==> config.mk <==
export PLATFORM = sky130hd
export DESIGN_NAME = csel_unit
export DESIGN_NICKNAME = d
export VERILOG_FILES = /design/src/rtl/csel_pkg.sv /design/src/rtl/csel_decode.sv /design/src/rtl/csel_ctrl.sv /design/src/rtl/csel_unit.sv
export SDC_FILE = /design/constraint.sdc
export NUM_CORES = 1
export LEC_CHECK = 0
export BUFFER_PORTS_ARGS = -buffer_cell sky130_fd_sc_hd__buf_2
export CAP_MARGIN = 20
export CORE_MARGIN = 1
export CORE_UTILIZATION = 59
export DETAILED_ROUTE_END_ITERATION = 7
export PLACE_DENSITY = 0.9
export SLEW_MARGIN = 10
export SYNTH_ARGS = -nofsm -noshare
export SYNTH_HDL_FRONTEND = slang
export SYNTH_SLANG_ARGS = --single-unit
export TNS_END_PERCENT = 20
==> constraint.sdc <==
create_clock -name clk -period 3.8 [get_ports clk]
set_clock_uncertainty 0.05 [all_clocks]
set_input_delay 0.19 -clock clk [delete_from_list [all_inputs] [get_ports clk]]
set_output_delay 0.19 -clock clk [all_outputs]
set_load 0.01 [all_outputs]
==> src/rtl/csel_pkg.sv <==
package csel_pkg;

    localparam int WAIT_W   = 2;
    localparam int SIZE_W   = 5;
    localparam int NUM_RG   = 3;

    // configuration word field positions
    localparam int FLD_EN   = 0;
    localparam int FLD_WAIT = 1;
    localparam int FLD_EXT  = 3;
    localparam int FLD_SIZE = 4;
    localparam int FLD_BASE = 12;

    typedef enum logic [1:0] {
        ST_IDLE  = 2'd0,
        ST_COUNT = 2'd1,
        ST_READY = 2'd2
    } cyc_state_e;

    typedef enum logic [1:0] {
        RG_NONE  = 2'd0,
        RG_UPPER = 2'd1,
        RG_LOWER = 2'd2,
        RG_MID   = 2'd3
    } region_e;

    typedef struct packed {
        logic              en;
        logic [WAIT_W-1:0] waits;
        logic              use_ext;
        logic [SIZE_W-1:0] size_log2;
    } region_cfg_t;

endpackage

==> src/rtl/csel_decode.sv <==
module csel_decode
    import csel_pkg::*;
#(
    parameter int ADDR_W = 20
) (
    input  logic [ADDR_W-1:0] addr,
    input  logic              is_mem,
    input  region_cfg_t       up_cfg,
    input  region_cfg_t       lo_cfg,
    input  region_cfg_t       mid_cfg,
    input  logic [ADDR_W-1:0] mid_base,
    output region_e           hit,
    output logic [1:0]        sub,
    output logic [WAIT_W-1:0] waits,
    output logic              use_ext
);

    logic              up_hit, lo_hit, mid_hit;
    logic [ADDR_W-1:0] inv_addr, off, sub_full;
    logic [SIZE_W-1:0] mid_k;

    always_comb begin
        inv_addr = ~addr;
        up_hit   = is_mem && up_cfg.en && ((inv_addr >> up_cfg.size_log2) == '0);
        lo_hit   = is_mem && lo_cfg.en && ((addr >> lo_cfg.size_log2) == '0);
        off      = addr - mid_base;
        mid_k    = (mid_cfg.size_log2 < SIZE_W'(2)) ? SIZE_W'(2) : mid_cfg.size_log2;
        mid_hit  = is_mem && mid_cfg.en && (addr >= mid_base) && ((off >> mid_k) == '0);
        sub_full = off >> (mid_k - SIZE_W'(2));
        sub      = sub_full[1:0];

        if (up_hit) begin
            hit = RG_UPPER; waits = up_cfg.waits;  use_ext = up_cfg.use_ext;
        end else if (lo_hit) begin
            hit = RG_LOWER; waits = lo_cfg.waits;  use_ext = lo_cfg.use_ext;
        end else if (mid_hit) begin
            hit = RG_MID;   waits = mid_cfg.waits; use_ext = mid_cfg.use_ext;
        end else begin
            hit = RG_NONE;  waits = '0;            use_ext = 1'b1;
        end
    end

endmodule

==> src/rtl/csel_ctrl.sv <==
module csel_ctrl
    import csel_pkg::*;
(
    input  logic              clk,
    input  logic              rst_n,
    input  logic              cyc_start,
    input  logic              cyc_end,
    input  region_e           hit,
    input  logic [1:0]        sub,
    input  logic [WAIT_W-1:0] waits,
    input  logic              use_ext,
    input  logic [1:0]        a21,
    input  logic              ext_rdy,
    output logic              ucs_n,
    output logic              lcs_n,
    output logic [3:0]        mcs_n,
    output logic              rdy,
    output logic              a1_q,
    output logic              a2_q
);

    cyc_state_e        st_q, st_d;
    logic [WAIT_W-1:0] cnt_q;
    region_e           rg_q;
    logic [1:0]        sub_q;
    logic              ext_q;
    logic [1:0]        a_q;
    logic              accept;

    assign accept = (st_q == ST_IDLE) && cyc_start;

    always_comb begin
        st_d = st_q;
        unique case (st_q)
            ST_IDLE:  if (cyc_start) st_d = (waits == '0) ? ST_READY : ST_COUNT;
            ST_COUNT: if (cyc_end) st_d = ST_IDLE;
                      else if (cnt_q == WAIT_W'(1)) st_d = ST_READY;
            ST_READY: if (cyc_end) st_d = ST_IDLE;
            default:  st_d = ST_IDLE;
        endcase
    end

    always_ff @(posedge clk or negedge rst_n) begin
        if (!rst_n) st_q <= ST_IDLE;
        else        st_q <= st_d;
    end

    always_ff @(posedge clk or negedge rst_n) begin
        if (!rst_n) begin
            cnt_q <= '0;
            rg_q  <= RG_NONE;
            sub_q <= '0;
            ext_q <= 1'b0;
            a_q   <= '0;
        end else if (accept) begin
            cnt_q <= waits;
            rg_q  <= hit;
            sub_q <= sub;
            ext_q <= use_ext;
            a_q   <= a21;
        end else if (st_q != ST_IDLE && cyc_end) begin
            rg_q  <= RG_NONE;
        end else if (st_q == ST_COUNT) begin
            cnt_q <= cnt_q - WAIT_W'(1);
        end
    end

    always_comb begin
        ucs_n = (rg_q != RG_UPPER);
        lcs_n = (rg_q != RG_LOWER);
        rdy   = (st_q == ST_READY) && (!ext_q || ext_rdy);
        a1_q  = a_q[0];
        a2_q  = a_q[1];
    end

    for (genvar g = 0; g < 4; g++) begin : g_mcs
        assign mcs_n[g] = !((rg_q == RG_MID) && (sub_q == 2'(g)));
    end

    AST_ONE_SELECT: assert property (@(posedge clk) disable iff (!rst_n)
        $onehot0(~{ucs_n, lcs_n, mcs_n}));

    AST_IDLE_DESELECT: assert property (@(posedge clk) disable iff (!rst_n)
        (st_q == ST_IDLE) |-> (&{ucs_n, lcs_n, mcs_n} && !rdy));

    AST_HOLD_SELECT: assert property (@(posedge clk) disable iff (!rst_n)
        (st_q != ST_IDLE && !cyc_end) |=> $stable({ucs_n, lcs_n, mcs_n, a2_q, a1_q}));

    AST_WAIT_LOW: assert property (@(posedge clk) disable iff (!rst_n)
        (st_q == ST_IDLE && cyc_start && waits != '0) |=> !rdy);

    AST_END_RELEASE: assert property (@(posedge clk) disable iff (!rst_n)
        (st_q != ST_IDLE && cyc_end) |=> (&{ucs_n, lcs_n, mcs_n} && !rdy));

endmodule

==> src/rtl/csel_unit.sv <==
module csel_unit
    import csel_pkg::*;
#(
    parameter int ADDR_W         = 20,
    parameter int BOOT_SIZE_LOG2 = 10,
    parameter int BOOT_WAITS     = 3
) (
    input  logic                       clk,
    input  logic                       rst_n,
    input  logic                       cyc_start,
    input  logic                       cyc_end,
    input  logic                       is_mem,
    input  logic [ADDR_W-1:0]          addr,
    input  logic                       ext_rdy,
    input  logic                       cfg_we,
    input  logic [1:0]                 cfg_sel,
    input  logic [FLD_BASE+ADDR_W-1:0] cfg_wdata,
    output logic                       ucs_n,
    output logic                       lcs_n,
    output logic [3:0]                 mcs_n,
    output logic                       rdy,
    output logic                       a1_q,
    output logic                       a2_q
);

    localparam region_cfg_t BOOT_CFG = '{
        en:        1'b1,
        waits:     WAIT_W'(BOOT_WAITS),
        use_ext:   1'b0,
        size_log2: SIZE_W'(BOOT_SIZE_LOG2)
    };
    localparam int MID_IDX = 2;

    region_cfg_t       wr_cfg;
    logic [ADDR_W-1:0] base_q;

    always_comb begin
        wr_cfg.en        = cfg_wdata[FLD_EN];
        wr_cfg.waits     = cfg_wdata[FLD_WAIT +: WAIT_W];
        wr_cfg.use_ext   = cfg_wdata[FLD_EXT];
        wr_cfg.size_log2 = cfg_wdata[FLD_SIZE +: SIZE_W];
    end

    for (genvar g = 0; g < NUM_RG; g++) begin : g_cfg
        localparam region_cfg_t RST_CFG = (g == 0) ? BOOT_CFG : region_cfg_t'('0);
        region_cfg_t q;
        always_ff @(posedge clk or negedge rst_n) begin
            if (!rst_n)                              q <= RST_CFG;
            else if (cfg_we && cfg_sel == 2'(g))     q <= wr_cfg;
        end
    end

    always_ff @(posedge clk or negedge rst_n) begin
        if (!rst_n)                                  base_q <= '0;
        else if (cfg_we && cfg_sel == 2'(MID_IDX))   base_q <= cfg_wdata[FLD_BASE +: ADDR_W];
    end

    region_e           hit;
    logic [1:0]        sub;
    logic [WAIT_W-1:0] waits;
    logic              use_ext;

    csel_decode #(.ADDR_W(ADDR_W)) u_decode (
        .addr     (addr),
        .is_mem   (is_mem),
        .up_cfg   (g_cfg[0].q),
        .lo_cfg   (g_cfg[1].q),
        .mid_cfg  (g_cfg[2].q),
        .mid_base (base_q),
        .hit      (hit),
        .sub      (sub),
        .waits    (waits),
        .use_ext  (use_ext)
    );

    csel_ctrl u_ctrl (
        .clk       (clk),
        .rst_n     (rst_n),
        .cyc_start (cyc_start),
        .cyc_end   (cyc_end),
        .hit       (hit),
        .sub       (sub),
        .waits     (waits),
        .use_ext   (use_ext),
        .a21       (addr[2:1]),
        .ext_rdy   (ext_rdy),
        .ucs_n     (ucs_n),
        .lcs_n     (lcs_n),
        .mcs_n     (mcs_n),
        .rdy       (rdy),
        .a1_q      (a1_q),
        .a2_q      (a2_q)
    );

endmodule

==> results by group <==
STA
  – Worst-Margin Slew: ~0.77 ns
  – Tcrit/Tclk final: 97.9%
  – Final setup viols: 0
  – Final min period: 3.72 ns
  – Hold Slack: 0.0250 ns
  – Pins Over Slew Limit: 0
  – Final Hold Fails: 0
  – Relative slew margins: 47.8%
  – Max Freq: 0.269 GHz

Floorplan
  – Die width: 92.7 um
  – Initial core utilization: between 60% and 70%
  – Row count: 32
  – Die footprint: about 8600 um2
  – I/O pins: 70
  – Die Y: 92.7 um
  – Core area: 7850 um2

Placed design
  – Post-DP Area: roughly 5300 um2
  – Dpl hpwl: 10300 um
  – Routability-driven placement congestion ratio: 0.906
  – Port Buffers: 66
  – Dpl cells: between 700 and 800

Worst setup path
  – Crit-path max FO: 8
  – Worst setup EP type: register
  – CP Data Arrival Time: 3.89 ns
  – Required time worst endpoint: 3.97 ns
  – WS Path Type: reg2reg
  – Worst setup SP type: register
  – Worst reg-to-reg setup slack: 0.08 ns

Layout
  – Fillers: 591
  – Layout cells sized above 1: 26.0%
  – Inserted Diodes: 0
  – Non-Filler Instances: 741
  – Nets@finish: between 700 and 800
  – Design area: between 5000 and 6000 um2
  – P&R area growth vs syn: 14.2%

Global route
  – Aggregate global-route resource usage: 33.1%
  – Vias in the first global route: 4682
  – First-pass GRT wire length: 22300 um
  – Pin count of the biggest net entering global routing: between 50 and 60
  – Initial antenna violation count: 0
  – GRT overflow: 0

Synth
  – Mapped cell area: 4850 um2
  – Xor/xnor cell area share of the yosys netlist: under 10%
  – Top cell type by total area after synthesis: dfrtp_1
  – Top_reg_cell synth: dfrtp_1
  – Synth top area share: 27.3%
  – Synth Warn #: 0
  – Synth Area in Compound Gates: 24.7%
  – Async SR Flop Fraction: 100%
  – Mux cell area share after synthesis: 12.7%
  – Cells after Synth: 570
  – Largest family of logic cells by synthesized area: compound AO/OA/AOI/OAI gates
  – Syn Nets: ~650
  – Distinct cell type count after synthesis: 72
  – Post-synthesis adder-cell area fraction: slightly above 6%
  – Register area share after synthesis: 30.0%
  – #FFs+latches synth: 58
  – Leading cell types by total area after synthesis: dfrtp_1 (27%), mux2_2 (12%), ha_1 (5.7%)
  – Simple-Gate Fraction of Synth Area: 18.2%
  – Syn avg cell area: 8.51 um2
  – Number of synthesized flops with an enable pin: 0

CTS
  – Root buffer cell: clkbuf_8
  – Number of buffers created by CTS: 9
  – Setup bufs post-CTS: 0
  – Clk sinks: 58
  – CTS tree: built
  – Clock Tree Buf Depth: 2
  – Later-pin clock latency in the skew report: between 0.3 and 0.4 ns
  – H-tree depth: 3
  – Clock transition at the registers of the reported paths: around 0.080 ns

Routing
  – Antenna-violating nets left: 0
  – Initial drt markers: 416
  – Drt total wl: 13700 um
  – Vias per cell: 6.52
  – Initial DRT Pass Iterations: 6
  – Drt wl/cell: 18.5 um
  – DRC viols: 0
  – Vias post-DR: between 4000 and 5000

Power
  – Pwr Density: 555 nW/um2
  – Peak supply drop: 0.351 mV
  – Leak Pwr: 2.49 nW

Run
  – Max Cap Viol: 0

Min path
  – Hold WC Path Type: in2reg

Status
  – Outcome: complete, no violations
-- path summary, 6_finish.rpt --
check	from	end	cells past startpoint
max in group asynchronous	rst_n	u_ctrl.cnt_q[1]$_DFFE_PN0P_	3
worst min register to register	u_ctrl.a_q[1]$_DFFE_PN0P_	u_ctrl.a_q[1]$_DFFE_PN0P_	2
worst max register to register	base_q[7]$_DFFE_PN0P_	u_ctrl.st_q[1]$_DFFE_PN0P_	13
worst min-delay path	cfg_wdata[21]	base_q[9]$_DFFE_PN0P_	2
worst max-delay path	base_q[7]$_DFFE_PN0P_	u_ctrl.st_q[1]$_DFFE_PN0P_	13
min in group asynchronous	rst_n	base_q[5]$_DFFE_PN0P_	3
-- metal layers --
| metal | track usage (%) | routed length [um] | vias to the layer above |
|---|---|---|---|
| met5 | 0 | 0 | - |
| met4 | 10.3 | 345 | 0 |
| met3 | 6.24 | 1030 | 40 |
| met2 | 55.9 | 6730 | 247 |
| met1 | 42.9 | 5620 | 2311 |
| li1 | - | - | 2235 |
-- logic make-up (layout without fill, tap and decap cells) --
family | Yosys count | in the layout
AND/OR/NAND/NOR | 183 | 183
AO/OA/AOI/OAI | 173 | 173
buffers and inverters | 62 | 131
flip-flops | 58 | 58
multiplexers | 54 | 54
adder cells (fa/ha/maj) | 23 | 23
XOR/XNOR | 17 | 17
-- registers in the layout, indices dropped and copies added (netlist names) --
name,cells
u_ctrl.ext_q,1
base_q,20
u_ctrl.a_q,2
u_ctrl.rg_q,2
u_ctrl.st_q,2
u_ctrl.cnt_q,2
u_ctrl.sub_q,2
g_cfg.q,27
-- worst max-delay path: stages (launching register included) --
cell       delay (ns)
dfrtp_1          0.35
inv_1            0.05
ha_1             0.39
a21oi_2          0.26
o21ai_0          0.25
a221o_1          0.43
or2_4            0.29
xor2_2           0.17
o22ai_2          0.22
a21oi_2          0.06
a2111oi_4        0.31
o2111a_2         0.31
a31oi_1          0.13
a211o_1          0.30
-- metrics by stage --
stage	setup slack (ns)	util, %	setup TNS [ns]	total power, mW
global placement	0.192	67.4	0	2.36
CTS	0.0869	70.1	0	3.02
floorplan	0.298	-	0	2.01
global route	-0.0331	70.6	-0.0351	3.26
finish	0.0811	70.6	0	3.08
detailed placement	0.149	67.4	0	2.42
-- layout make-up --
class / count / area (um2) / area share [%]
multi-input cells: 450 / 3190 / 57.6
clock buffers: 11 / 151 / 2.73
inverters: 37 / 139 / 2.51
flip-flops and latches: 58 / 1460 / 26.3
repair buffers: 78 / 423 / 7.63
clock inverters: 5 / 52.6 / 0.948
well taps: 102 / 128 / 2.30
-- cells in the mapped netlist, types with 10 or more instances --
master    number
nor3_1        10
mux2_2        50
clkbuf_1      18
xnor2_1       10
a21oi_1       40
dfrtp_1       53
o21ai_0       37
inv_1         37
nor2_1        38
o211ai_1      12
nand3_1       14
nand2_1       65
ha_1          22
-- repair_timing --
| action | 4_1_cts | 5_1_grt |
|---|---|---|
| endpoints found under the setup margin | 0 | 7 |
| resized for setup | 0 | 10 |
| hold endpoints to repair | 53 | 0 |
| hold buffers | 1 | 0 |
-- cells in the final DEF (no fill, tap or decap), types with 3 or more instances in the layout --
master / synthesis / final
dfstp_2: 5 / 5
a2111oi_0: 4 / 3
xor2_1: 6 / 6
o21ai_0: 37 / 35
and3_1: 9 / 9
o2111a_1: 3 / 3
inv_1: 37 / 37
and2_1: 4 / 4
o21ai_1: 1 / 3
clkbuf_8: 0 / 11
clkinv_2: 0 / 3
mux2_2: 50 / 50
a221o_1: 3 / 3
a21oi_1: 40 / 37
nor3_1: 10 / 10
o31ai_1: 4 / 4
nor2_1: 38 / 38
ha_1: 22 / 22
o22ai_1: 3 / 3
a21o_1: 7 / 7
o21a_1: 7 / 7
nand4_1: 8 / 8
dfrtp_1: 53 / 53
nand2b_1: 8 / 8
o2111ai_1: 5 / 5
xnor2_1: 10 / 10
nand2_1: 65 / 65
a21oi_2: 1 / 4
a211oi_1: 5 / 5
a211o_1: 3 / 3
nand3_1: 14 / 14
o211ai_1: 12 / 12
buf_4: 0 / 11
buf_2: 4 / 66
a311oi_1: 3 / 3
nor3b_1: 3 / 3
a31oi_1: 8 / 8
nand3b_1: 6 / 6
mux2i_1: 3 / 3
nor2b_1: 7 / 7
-- power breakdown --
part | internal (mW) | switching (mW) | leakage, nW
Clock | 0.335 | 0.253 | 0.105
Sequential | 0.772 | 0.145 | 0.684
Combinational | 0.652 | 0.918 | 1.70
Total | 1.76 | 1.32 | 2.49
(Power assumes the default switching activity.)
